File: src/rtl/dgc_pkg.sv
package dgc_pkg;
  typedef enum logic [2:0] {
    ST_RUN, ST_STBY, ST_P0UP, ST_WALK, ST_P1UP, ST_XFER, ST_WAKE
  } dgcState_e;

  typedef struct packed {
    logic cntLoad;
  } ctrlStrobe_t;

  typedef struct packed {
    logic cntDone;
    logic dmaTrig;
  } dpFlag_t;
endpackage

File: src/rtl/dgc_datapath.sv
module dgc_datapath
  import dgc_pkg::*;
#(
  parameter int NUM_CH       = 4,
  parameter int PWRUP_CYCLES = 3
) (
  input  logic              clk,
  input  logic              rstN,
  input  ctrlStrobe_t       strobe,
  input  logic              gateEnPd1,
  input  logic [NUM_CH-1:0] dmaReq,
  input  logic [NUM_CH-1:0] chEnable,
  input  logic [NUM_CH-1:0] chRunStby,
  output dpFlag_t           flags
);
  localparam int CW = $clog2(PWRUP_CYCLES + 1);
  localparam logic [CW-1:0] LOAD_VAL = CW'(PWRUP_CYCLES - 1);

  logic [CW-1:0]     upCnt;
  logic [NUM_CH-1:0] chQual;

  for (genvar i = 0; i < NUM_CH; i++) begin : g_qual
    assign chQual[i] = dmaReq[i] & chEnable[i] & chRunStby[i];
  end

  always_ff @(posedge clk) begin
    if (!rstN)                upCnt <= '0;
    else if (strobe.cntLoad)  upCnt <= LOAD_VAL;
    else if (upCnt != '0)     upCnt <= upCnt - 1'b1;
  end

  assign flags.cntDone = (upCnt == '0) && !strobe.cntLoad;
  assign flags.dmaTrig = (|chQual) && gateEnPd1;
endmodule

File: src/rtl/dgc_control.sv
module dgc_control
  import dgc_pkg::*;
(
  input  logic        clk,
  input  logic        rstN,
  input  logic        standbyReq,
  input  logic        gateEnPd0,
  input  logic        periphEvent,
  input  logic        dmaBeatDone,
  input  logic        periphDone,
  input  logic        wakeIrq,
  input  dpFlag_t     flags,
  output ctrlStrobe_t strobe,
  output logic [2:0]  pdActive,
  output logic [2:0]  pdRetain,
  output logic        mainReg,
  output logic        periphClkEn,
  output logic        dmaClkEn,
  output logic        cpuClkEn
);
  dgcState_e state, nxt;

  always_ff @(posedge clk) begin
    if (!rstN) state <= ST_RUN;
    else       state <= nxt;
  end

  always_comb begin
    nxt = state;
    strobe.cntLoad = 1'b0;
    if (state != ST_RUN && state != ST_WAKE && wakeIrq) begin
      nxt = ST_WAKE;
      strobe.cntLoad = 1'b1;
    end else begin
      case (state)
        ST_RUN:  if (standbyReq) nxt = ST_STBY;
        ST_STBY: if (periphEvent && gateEnPd0) begin
                   nxt = ST_P0UP;
                   strobe.cntLoad = 1'b1;
                 end
        ST_P0UP: if (flags.cntDone) nxt = ST_WALK;
        ST_WALK: if (flags.dmaTrig) begin
                   nxt = ST_P1UP;
                   strobe.cntLoad = 1'b1;
                 end else if (periphDone) nxt = ST_STBY;
        ST_P1UP: if (flags.cntDone) nxt = ST_XFER;
        ST_XFER: if (dmaBeatDone && !flags.dmaTrig) nxt = ST_STBY;
        ST_WAKE: if (flags.cntDone) nxt = ST_RUN;
        default: nxt = ST_RUN;
      endcase
    end
  end

  always_comb begin
    pdActive = 3'b000; pdRetain = 3'b111; mainReg = 1'b1;
    periphClkEn = 1'b0; dmaClkEn = 1'b0; cpuClkEn = 1'b0;
    case (state)
      ST_RUN:  begin pdActive = 3'b111; pdRetain = 3'b000;
                     periphClkEn = 1'b1; dmaClkEn = 1'b1; cpuClkEn = 1'b1; end
      ST_STBY: mainReg = 1'b0;
      ST_P0UP: begin pdActive = 3'b001; pdRetain = 3'b110; end
      ST_WALK: begin pdActive = 3'b001; pdRetain = 3'b110; periphClkEn = 1'b1; end
      ST_P1UP: begin pdActive = 3'b011; pdRetain = 3'b100; periphClkEn = 1'b1; end
      ST_XFER: begin pdActive = 3'b011; pdRetain = 3'b100;
                     periphClkEn = 1'b1; dmaClkEn = 1'b1; end
      ST_WAKE: begin pdActive = 3'b111; pdRetain = 3'b000; end
      default: mainReg = 1'b0;
    endcase
  end
endmodule

File: src/rtl/dyn_gate_ctrl.sv
module dyn_gate_ctrl
  import dgc_pkg::*;
#(
  parameter int NUM_CH       = 4,
  parameter int PWRUP_CYCLES = 3
) (
  input  logic              clk,
  input  logic              rstN,
  input  logic              standbyReq,
  input  logic              gateEnPd0,
  input  logic              gateEnPd1,
  input  logic              periphEvent,
  input  logic [NUM_CH-1:0] dmaReq,
  input  logic [NUM_CH-1:0] chEnable,
  input  logic [NUM_CH-1:0] chRunStby,
  input  logic              dmaBeatDone,
  input  logic              periphDone,
  input  logic              wakeIrq,
  output logic [2:0]        pdActive,
  output logic [2:0]        pdRetain,
  output logic              mainReg,
  output logic              periphClkEn,
  output logic              dmaClkEn,
  output logic              cpuClkEn
);
  ctrlStrobe_t strobe;
  dpFlag_t     flags;

  dgc_datapath #(.NUM_CH(NUM_CH), .PWRUP_CYCLES(PWRUP_CYCLES)) u_dp (
    .clk(clk), .rstN(rstN), .strobe(strobe), .gateEnPd1(gateEnPd1),
    .dmaReq(dmaReq), .chEnable(chEnable), .chRunStby(chRunStby), .flags(flags)
  );

  dgc_control u_ctl (
    .clk(clk), .rstN(rstN), .standbyReq(standbyReq), .gateEnPd0(gateEnPd0),
    .periphEvent(periphEvent), .dmaBeatDone(dmaBeatDone), .periphDone(periphDone),
    .wakeIrq(wakeIrq), .flags(flags), .strobe(strobe), .pdActive(pdActive),
    .pdRetain(pdRetain), .mainReg(mainReg), .periphClkEn(periphClkEn),
    .dmaClkEn(dmaClkEn), .cpuClkEn(cpuClkEn)
  );
endmodule

File: config.mk
export PLATFORM = sky130hd
export DESIGN_NAME = dyn_gate_ctrl
export DESIGN_NICKNAME = d
export VERILOG_FILES = /design/src/rtl/dgc_pkg.sv /design/src/rtl/dgc_datapath.sv /design/src/rtl/dgc_control.sv /design/src/rtl/dyn_gate_ctrl.sv
export SDC_FILE = /design/constraint.sdc
export NUM_CORES = 1
export LEC_CHECK = 0
export ABC_AREA = 1
export BUFFER_PORTS_ARGS = -buffer_cell sky130_fd_sc_hd__buf_4
export CAP_MARGIN = 20
export CORE_UTILIZATION = 35
export DETAILED_ROUTE_END_ITERATION = 8
export GPL_TIMING_DRIVEN = 0
export PLACE_DENSITY_LB_ADDON = 0.08
export SYNTH_ARGS = -nofsm -noshare
export SYNTH_HDL_FRONTEND = slang
export SYNTH_SLANG_ARGS = --single-unit
File: constraint.sdc
create_clock -name clk -period 3.1 [get_ports clk]
set_input_delay 0.155 -clock clk [delete_from_list [all_inputs] [get_ports clk]]
set_output_delay 0.155 -clock clk [all_outputs]
set_load 0.01 [all_outputs]
; Word-level counts from Yosys, hierarchy flattened
; Index checks and enable logic that the tools add are counted.
[word_totals]
in_bits = 21
register_bits = 5
word_cells = 81
out_inout_bits = 10
[op_classes]
n_mux = 22
n_reduce_logical = 24
eq_ne = 21
bitwise = 9
add_sub_neg = 1
[op_table]
columns = operator, count
row1 = 3-bit 2-to-1 mux, 9
row2 = 3-bit one-hot mux with 7 select lines, 1
row3 = 3-bit one-hot mux with 3 select lines, 2
row4 = "3-bit by 2-bit inequality test with 1-bit output, second input constant", 5
row5 = 7-bit AND reduction, 2
row6 = 2-bit OR reduction, 6
row7 = "3-bit equality test, second input constant", 3
row8 = 1-bit bitwise AND, 8
row9 = "2-bit inequality test, second input constant", 4
row10 = 4-bit OR reduction, 2
row11 = 1-bit 2-to-1 mux, 7
row12 = "3-bit by 2-bit equality test with 1-bit output, second input constant", 2
row13 = 1-bit logical AND, 6
row14 = "3-bit by 1-bit inequality test with 1-bit output, second input constant", 2
row15 = 6-bit OR reduction, 1
row16 = 2-bit 2-to-1 mux, 2
row17 = "2-bit by 1-bit inequality test with 1-bit output, second input constant", 2
row18 = "4-bit by 2-bit inequality test with 1-bit output, second input constant", 1
row19 = 2-bit nonzero test, 2
row20 = "3-bit by 1-bit equality test with 1-bit output, second input constant", 1
row21 = 3-bit logical NOT, 1
row22 = "3-bit inequality test, second input constant", 1
row23 = 3-bit nonzero test, 1
row24 = 1-bit logical NOT, 2
row25 = 4 further kinds, 4

; Logic depth before layout (Yosys ltp)
; Gate-level depths: netlist (run 1).
[logic_depth]
depth_word = 12
depth_mapped = 13
depth_no_buf = 13

; Hierarchy
; Synthesis (run 1) repeated with hierarchy kept, for this count alone.
[hier_totals]
cells_unflattened = 83
hier_area_um2 = 469.2
[by_module_without_submodules]
columns = module, area_each_um2, seq_area_each_um2, n_inst, cells_each
row1 = dgc_control, 360.3, 60.1, 1, 67
row2 = dgc_datapath, 108.9, 40.0, 1, 16

; Worst setup path after synthesis (run 1)
; OpenSTA, ideal clock, no wires.
[synth_path]
path_type = flip-flop to output port
from = register u_ctl.state[1]
to = output pdRetain[2]
required_ns = 2.945
t_arrival_ns = 1.418
stages_incl_launch_ff = 8
path_slack_ns = 1.527
path_cell_list = dfxtp_1 -> inv_2 -> ha_1 -> inv_1 -> nand3_1 -> nor2_1 -> inv_1 -> nand2_1
[synth_between]
elab_chain_cells = 3
elab_cells_between_ends = 10
[synth_rtl]
columns = element, line
row1 = "start, declared", dgc_control.sv:21  ; dgcState_e state, nxt;
row2 = "start signal, assigned", dgc_control.sv:25  ; else state <= nxt;
row3 = "3-bit equality test, or another cell as far along", dgc_control.sv:57  ; case (state)
row4 = 2-bit OR reduction (no source line), -
row5 = 3-bit one-hot mux with 3 select lines (*), dgc_control.sv:57
row6 = "end, declared", dyn_gate_ctrl.sv:20  ; output logic [2:0] pdRetain,
; Mark *: on every way between the ends. The rest lies on a longest branch, timed or not.

; Worst setup path after layout (run 1)
; Ends and elaborated chain as after synthesis.

==> run_summary.xml, run 1 <==
<?xml version="1.0" encoding="UTF-8"?>
<metrics>
  <group name="place">
    <metric name="placement.io_buffers" unit="">30</metric>
    <metric name="postPlaceCellArea" unit="sq um">838</metric>
    <metric name="dp.final_hpwl" unit="um">1160</metric>
    <metric name="dpl.cell_count" unit="">143</metric>
    <metric name="finalWeightedCongestion" unit="">0.768</metric>
    <metric name="dp_slack" unit="ps">1420</metric>
  </group>
  <group name="global_routing">
    <metric name="gr-total-overflow" unit="">0</metric>
    <metric name="first_global_vias" unit="">622</metric>
    <metric name="grt_pass1_wl" unit="um">2160</metric>
    <metric name="antenna_found_initial" unit="">0</metric>
    <metric name="globalRouteMet1Util" unit="%">15.6</metric>
    <metric name="grt_use_total" unit="%">14.9</metric>
    <metric name="met2_usage" unit="%">28.7</metric>
    <metric name="busiest_layer" unit="">met2</metric>
    <metric name="grt_use_met3" unit="%">5.11</metric>
    <metric name="pin_count_of_the_biggest_net_entering_global_routing" unit="">11</metric>
  </group>
  <group name="detailed_routing">
    <metric name="totalWireLength" unit="um">1330</metric>
    <metric name="drc_errors" unit="">0</metric>
    <metric name="drt_iter0_markers" unit="">9</metric>
    <metric name="routed-via-count" unit="">712</metric>
    <metric name="drt-wirelength-per-cell" unit="um">9.01</metric>
    <metric name="drtAntennaViolNets" unit="">0</metric>
    <metric name="vias_per_cell" unit="">4.84</metric>
    <metric name="first_pass_detailed_route_iteration_total" unit="">4</metric>
  </group>
  <group name="logic_synthesis">
    <metric name="yosysUniqueCellTypes" unit="">19</metric>
    <metric name="synthesis.nets" unit="">121</metric>
    <metric name="synth-seq-area-share" unit="%">16.9</metric>
    <metric name="post_synth_inst_count" unit="">97</metric>
    <metric name="avgSynthCellArea" unit="sq um">6.11</metric>
    <metric name="top_post_synthesis_cells_by_area" unit="">sky130_fd_sc_hd__dfxtp_1 17%, sky130_fd_sc_hd__nand2_1 16%, sky130_fd_sc_hd__nand3_1 12%</metric>
    <metric name="post_synth_design_cell_area" unit="sq um">593</metric>
    <metric name="synth_largest_area_cell" unit="">sky130_fd_sc_hd__dfxtp_1</metric>
    <metric name="yosys.area.top_type_share" unit="%">16.9</metric>
    <metric name="ys_ff_latch" unit="">5</metric>
    <metric name="ys_warn_count" unit="">0</metric>
  </group>
  <group name="clocking">
    <metric name="number_of_levels_the_h_tree_was_split_into" unit="">1</metric>
    <metric name="cts.root.buffer_cell" unit="">sky130_fd_sc_hd__clkbuf_4</metric>
    <metric name="cts_buf_count" unit="">3</metric>
    <metric name="cts_repair_resize_count" unit="">0</metric>
    <metric name="worstSkewPairLatency" unit="ps">240</metric>
    <metric name="clock_tree.buffer_depth" unit="">2</metric>
    <metric name="clk_pin_slew_worst_paths" unit="ps">40</metric>
    <metric name="cts_tree" unit="">done</metric>
    <metric name="cts_hold_buffers" unit="">0</metric>
    <metric name="cts_setup_buffers" unit="">0</metric>
    <metric name="cts_num_sinks" unit="">5</metric>
  </group>
  <group name="floorplan">
    <metric name="floorplan.initialDensity" unit="%">38.5</metric>
    <metric name="fp.dieW" unit="um">43.2</metric>
    <metric name="dieHeight" unit="um">43.2</metric>
    <metric name="row_count" unit="">14</metric>
    <metric name="ios" unit="">31</metric>
    <metric name="core-area" unit="sq um">1540</metric>
    <metric name="total_die_area" unit="sq um">1860</metric>
  </group>
  <group name="critical_path">
    <metric name="worstPathRequired" unit="ps">2940</metric>
    <metric name="worstReg2RegStart" unit="">u_ctl.state[1]</metric>
    <metric name="critical_path_class" unit="">flop to output port</metric>
    <metric name="path_common_cell" unit="">sky130_fd_sc_hd__inv_1</metric>
    <metric name="r2r.worst_path.cells" unit="">13</metric>
    <metric name="worst-path-buf-inv" unit="">4</metric>
    <metric name="path_delay_family" unit="">flip-flops</metric>
    <metric name="worst_path_maximum_fanout" unit="">8</metric>
    <metric name="timing.critical_path.slowest_stage_cell" unit="">sky130_fd_sc_hd__dfxtp_1</metric>
    <metric name="cpPeakStageDelay" unit="ps">420</metric>
    <metric name="crit_path_start_kind" unit="">flop</metric>
    <metric name="r2r_setup_slack" unit="ps">1430</metric>
    <metric name="timing.critical_path.to_type" unit="">output port</metric>
    <metric name="critPathArrivalTime" unit="ps">1610</metric>
    <metric name="worstPathCellList" unit="">inv_2 &gt; ha_1 &gt; inv_1 &gt; nand3_1 &gt; nor2_1 &gt; inv_1 &gt; nand2_1 &gt; buf_4</metric>
    <metric name="timing.rr.end" unit="">u_ctl.state[2]</metric>
  </group>
  <group name="layout">
    <metric name="final_cell_mix" unit="">31 x sky130_fd_sc_hd__buf_4, 26 x sky130_fd_sc_hd__nand2_1, 14 x sky130_fd_sc_hd__nand3_1</metric>
    <metric name="fillerInstances" unit="">173</metric>
    <metric name="drive_above_1_share" unit="%">40.5</metric>
    <metric name="layout_commonest_cell" unit="">sky130_fd_sc_hd__buf_4</metric>
    <metric name="fin_cells" unit="">147</metric>
    <metric name="post-route-cell-area" unit="sq um">865</metric>
    <metric name="areaGrowthSynthToFinish" unit="%">45.8</metric>
    <metric name="antenna_cells" unit="">0</metric>
    <metric name="finish.net_count" unit="">156</metric>
  </group>
  <group name="worst_hold_path">
    <metric name="min_delay_path_depth" unit="">3</metric>
    <metric name="hold_path.class" unit="">input pin to flop</metric>
    <metric name="holdPathEnd" unit="">u_dp.upCnt[1]</metric>
    <metric name="holdCritStartpoint" unit="">rstN</metric>
  </group>
  <group name="sta">
    <metric name="final_min_period_over_clock_period" unit="%">57.0</metric>
    <metric name="final-hold-violation-count" unit="">0</metric>
    <metric name="slew_headroom" unit="%">77.3</metric>
    <metric name="layout_min_cycle_time" unit="ps">1770</metric>
    <metric name="grt_setup_unrepaired" unit="">false</metric>
    <metric name="fin_skew" unit="ps">1.57</metric>
    <metric name="post-route-worst-setup-slack" unit="ps">1330</metric>
    <metric name="final_report_setup_violation_count" unit="">0</metric>
    <metric name="timing.setup.tns" unit="ps">0</metric>
    <metric name="achievable-frequency" unit="GHz">0.566</metric>
    <metric name="final_max_slew_viol_count" unit="">0</metric>
    <metric name="worstMarginPinSlew" unit="ps">337</metric>
  </group>
  <group name="flow_run">
    <metric name="drv.max_cap_violation_count" unit="">0</metric>
  </group>
  <group name="outcome">
    <metric name="status" unit="">completed</metric>
  </group>
  <group name="pwr">
    <metric name="power.static_leakage" unit="nW">0.466</metric>
    <metric name="power.density_cell_area" unit="nW/um^2">898</metric>
    <metric name="vdd_ir_drop_max" unit="mV">0.370</metric>
  </group>
</metrics>
-- cell type report --
cell class,count,area (sq um),share of cell area (%)
multi-input combinational,76,429,49.6
timing repair buffer,30,225,26.0
sequential,5,100,11.6
inverter,15,56.3,6.51
clock buffer,4,26.3,3.04
tap,16,20.0,2.32
buffer,1,7.51,0.868
-- synthesized netlist by cell type (all sizes together) --
master  count
a21oi       5
dfxtp       5
nor2       10
o211ai      1
inv        14
buf         1
ha          3
clkinv      1
o21ai       5
nand2      32
nor3        2
nand3      18
-- worst reg2reg max path: stages, from the launching register on --
cell and delay, ps:
sky130_fd_sc_hd__dfxtp_1 420, sky130_fd_sc_hd__inv_2 150, sky130_fd_sc_hd__nor2_2 170, sky130_fd_sc_hd__nand2_2 100, sky130_fd_sc_hd__nand3_4 100, sky130_fd_sc_hd__nand2_2 60
sky130_fd_sc_hd__inv_2 80, sky130_fd_sc_hd__nand3_4 80, sky130_fd_sc_hd__nand2_2 70, sky130_fd_sc_hd__nand2_2 50, sky130_fd_sc_hd__nand2_2 80, sky130_fd_sc_hd__nand2_1 50
sky130_fd_sc_hd__nor2_1 90, sky130_fd_sc_hd__nor2_1 50
-- worst max-delay path by stage --
| stage | from | endpoint | slack [ps] | cells past startpoint |
|---|---|---|---|---|
| final | u_ctl.state[1] | pdRetain[2] | 1330 | 8 |
| after floorplan | u_ctl.state[1] | pdRetain[2] | 1530 | 7 |
| after CTS | u_ctl.state[1] | pdRetain[2] | 1310 | 8 |
| after detailed placement | u_ctl.state[1] | u_ctl.state[2] | 1420 | 13 |
| after global placement | u_ctl.state[1] | u_ctl.state[2] | 1420 | 13 |
| after global routing | u_ctl.state[1] | pdRetain[2] | 1140 | 8 |
-- state kept, by name, indices dropped and copies added (netlist names) --
name         count
u_dp.upCnt       2
u_ctl.state      3
-- report_power, final --
group	internal, mW	switching, mW
sequential	0.0857	0.0222
clock	0.0485	0.0249
combinational	0.267	0.328
-- stage by stage --
step	utilization, %	hold WS [ps]	total power, mW
after global routing	56.1	152	0.857
after detailed placement	54.4	401	0.710
after CTS	56.1	154	0.788
after floorplan	-	253	0.496
final	56.1	150	0.776
after global placement	54.4	390	0.707
-- cells by family (layout without fill, tap and decap cells) --
kind of cell | count (synthesis) | count (layout) | synth area share (%)
fa+ha+maj | 3 | 3 | 6.33
compound gates | 11 | 11 | 9.70
flops | 5 | 5 | 16.9
simple gates | 62 | 62 | 56.3
buf+inv | 16 | 50 | 10.8
-- routing by layer --
metal / vias to the layer above / share of wire, %
met5: - / 0
met4: 0 / 0
met3: 0 / 6.3
met2: 25 / 51
met1: 305 / 42
li1: 382 / -
No activity file was read; power rests on OpenSTA's default activity.
==> run 2, diff against run 1 <==
Clock period 3.1 ns to 1.8 ns, I/O delays scaled along.
==> run 2 against run 1 <==
  * First-iteration DRC count is the same
  * Flip-flop and latch count is the same
  * Setup slack got worse by 1100 ps
  * Largest cell class unchanged
==> run_summary.xml, run 2 (synthesized netlist as in run 1, its figures left out) <==
<?xml version="1.0" encoding="UTF-8"?>
<metrics>
  <group name="layout">
    <metric name="antenna_cells" unit="">0</metric>
    <metric name="fillerInstances" unit="">172</metric>
    <metric name="drive_above_1_share" unit="%">41.2</metric>
    <metric name="area_used_by_multi_input_combinational_logic" unit="sq um">429</metric>
    <metric name="post-route-cell-area" unit="sq um">866</metric>
    <metric name="areaGrowthSynthToFinish" unit="%">46.0</metric>
    <metric name="regMostFlops" unit="">u_ctl.state</metric>
    <metric name="largest_registers" unit="">u_ctl.state (3), u_dp.upCnt (2)</metric>
    <metric name="final_cell_mix" unit="">31 x sky130_fd_sc_hd__buf_4, 26 x sky130_fd_sc_hd__nand2_1, 14 x sky130_fd_sc_hd__nand3_1</metric>
    <metric name="fin_cells" unit="">147</metric>
    <metric name="largest_register_ff_count" unit="">3</metric>
    <metric name="finish.net_count" unit="">156</metric>
    <metric name="final-seq-area" unit="sq um">101</metric>
    <metric name="layout_commonest_cell" unit="">sky130_fd_sc_hd__buf_4</metric>
  </group>
  <group name="critical_path">
    <metric name="worstPathRequired" unit="ps">1710</metric>
    <metric name="r2r_setup_slack" unit="ps">220</metric>
    <metric name="worstReg2RegStart" unit="">u_ctl.state[2]</metric>
    <metric name="worstPathCellList" unit="">inv_2 &gt; ha_1 &gt; inv_1 &gt; nand3_1 &gt; nor2_1 &gt; inv_1 &gt; nand2_1 &gt; buf_4</metric>
    <metric name="path_common_cell" unit="">sky130_fd_sc_hd__inv_1</metric>
    <metric name="r2r.worst_path.cells" unit="">13</metric>
    <metric name="timing.critical_path.to_type" unit="">output port</metric>
    <metric name="timing.critical_path.slowest_stage_cell" unit="">sky130_fd_sc_hd__dfxtp_2</metric>
    <metric name="crit_end" unit="">pdRetain[2]</metric>
    <metric name="critical_path_class" unit="">flop to output port</metric>
    <metric name="timing.rr.end" unit="">u_ctl.state[2]</metric>
    <metric name="crit_path_start_kind" unit="">flop</metric>
    <metric name="worst_setup_path_startpoint" unit="">u_ctl.state[1]</metric>
    <metric name="worst_path_maximum_fanout" unit="">8</metric>
    <metric name="cpPeakStageDelay" unit="ps">370</metric>
    <metric name="critPathArrivalTime" unit="ps">1520</metric>
  </group>
  <group name="detailed_routing">
    <metric name="vias_per_cell" unit="">4.84</metric>
    <metric name="drt_iter0_markers" unit="">9</metric>
    <metric name="routed-via-count" unit="">712</metric>
    <metric name="drt-wirelength-per-cell" unit="um">9.01</metric>
    <metric name="first_pass_detailed_route_iteration_total" unit="">4</metric>
    <metric name="drc_errors" unit="">0</metric>
    <metric name="totalWireLength" unit="um">1330</metric>
    <metric name="drtAntennaViolNets" unit="">0</metric>
  </group>
  <group name="clocking">
    <metric name="cts.root.buffer_cell" unit="">sky130_fd_sc_hd__clkbuf_4</metric>
    <metric name="number_of_levels_the_h_tree_was_split_into" unit="">1</metric>
    <metric name="cts_buf_count" unit="">3</metric>
    <metric name="clk_pin_slew_worst_paths" unit="ps">40</metric>
    <metric name="worstSkewPairLatency" unit="ps">240</metric>
    <metric name="cts_setup_buffers" unit="">0</metric>
    <metric name="cts_tree" unit="">done</metric>
    <metric name="cts_num_sinks" unit="">5</metric>
    <metric name="clock_tree.buffer_depth" unit="">2</metric>
  </group>
  <group name="pwr">
    <metric name="power.static_leakage" unit="nW">0.466</metric>
    <metric name="vdd_ir_drop_max" unit="mV">0.637</metric>
    <metric name="total_power" unit="mW">1.34</metric>
    <metric name="power.density_cell_area" unit="nW/um^2">1550</metric>
  </group>
  <group name="global_routing">
    <metric name="pin_count_of_the_biggest_net_entering_global_routing" unit="">11</metric>
    <metric name="grt_use_total" unit="%">14.9</metric>
    <metric name="gr-total-overflow" unit="">0</metric>
    <metric name="first_global_vias" unit="">622</metric>
    <metric name="grt_pass1_wl" unit="um">2160</metric>
    <metric name="antenna_found_initial" unit="">0</metric>
  </group>
  <group name="floorplan">
    <metric name="core-area" unit="sq um">1540</metric>
    <metric name="dieHeight" unit="um">43.2</metric>
    <metric name="floorplan.initialDensity" unit="%">38.5</metric>
    <metric name="fp.dieW" unit="um">43.2</metric>
    <metric name="total_die_area" unit="sq um">1860</metric>
    <metric name="ios" unit="">31</metric>
    <metric name="row_count" unit="">14</metric>
  </group>
  <group name="sta">
    <metric name="final_min_period_over_clock_period" unit="%">89.6</metric>
    <metric name="post-route-worst-setup-slack" unit="ps">187</metric>
    <metric name="grt_setup_unrepaired" unit="">false</metric>
    <metric name="fin_skew" unit="ps">1.57</metric>
    <metric name="layout_min_cycle_time" unit="ps">1610</metric>
    <metric name="final_max_slew_viol_count" unit="">0</metric>
    <metric name="final_report_setup_violation_count" unit="">0</metric>
    <metric name="final-hold-violation-count" unit="">0</metric>
    <metric name="slew_headroom" unit="%">77.3</metric>
    <metric name="timing.setup.tns" unit="ps">0</metric>
    <metric name="worstMarginPinSlew" unit="ps">337</metric>
    <metric name="achievable-frequency" unit="GHz">0.620</metric>
  </group>
  <group name="place">
    <metric name="postPlaceCellArea" unit="sq um">838</metric>
    <metric name="finalWeightedCongestion" unit="">0.768</metric>
    <metric name="placement.io_buffers" unit="">30</metric>
    <metric name="dp.final_hpwl" unit="um">1160</metric>
    <metric name="dp_slack" unit="ps">122</metric>
    <metric name="dpl.cell_count" unit="">143</metric>
  </group>
  <group name="flow_run">
    <metric name="drv.max_cap_violation_count" unit="">0</metric>
  </group>
  <group name="worst_hold_path">
    <metric name="holdCritStartpoint" unit="">rstN</metric>
    <metric name="hold_path.class" unit="">input pin to flop</metric>
  </group>
  <group name="outcome">
    <metric name="status" unit="">completed</metric>
  </group>
</metrics>
[run 2: changes by cell type in the layout (fill, tap and decap cells not counted)]
cell / previous run / this run
sky130_fd_sc_hd__dfxtp_1: 5 / 4
sky130_fd_sc_hd__dfxtp_2: 0 / 1
[run 2: cell type report]
type                       instances  area share, %
inverter                          15           6.50
clock buffer                       4           3.03
sequential                         5           11.7
tap                               16           2.31
timing repair buffer              30           26.0
buffer                             1          0.867
multi-input combinational         76           49.6
[run 2: metal layers]
metal / track usage (%) / up-vias / part of all wire (%)
met5: 0 / - / 0
met4: 1.82 / 0 / 0
met2: 28.7 / 25 / 51
met3: 5.11 / 0 / 6.3
li1: - / 382 / -
met1: 15.6 / 305 / 42
[run 2: critical path, delay by kind of cell, from the launching register on]
kind / cells / cell delay (ps)
buffers and inverters: 4 / 370
and+or+nand+nor: 3 / 310
adders and majority gates: 1 / 230
DFF: 1 / 370
[run 2: worst min-delay path by stage]
stage / end / cells past startpoint / slack (ps)
after floorplan: u_dp.upCnt[1] / 2 / 190
after global placement: u_dp.upCnt[1] / 3 / 330
after detailed placement: u_dp.upCnt[1] / 3 / 340
after CTS: u_dp.upCnt[1] / 3 / 90
after global routing: u_dp.upCnt[1] / 3 / 90
final: u_dp.upCnt[1] / 3 / 90
[run 2: report_power, final]
| group | total, mW | internal [mW] | switching, mW |
|---|---|---|---|
| registers | 0.188 | 0.150 | 0.0382 |
| clock network | 0.127 | 0.0836 | 0.0430 |
| logic | 1.03 | 0.460 | 0.565 |
[run 2: per-stage QoR]
| step | util [%] | hold slack, ps |
|---|---|---|
| 2_1_floorplan | - | 188 |
| 3_3_place_gp | 54.4 | 325 |
| 3_5_place_dp | 54.4 | 336 |
| 4_1_cts | 56.1 | 88.6 |
| 5_1_grt | 56.2 | 86.6 |
| 6_report | 56.2 | 85.5 |
[run 2: what timing repair did]
item | CTS | global route
resized for setup | 0 | 1
endpoints found under the setup margin | 0 | 3
hold buffers | 0 | 0
endpoints found under the hold margin | 0 | 0
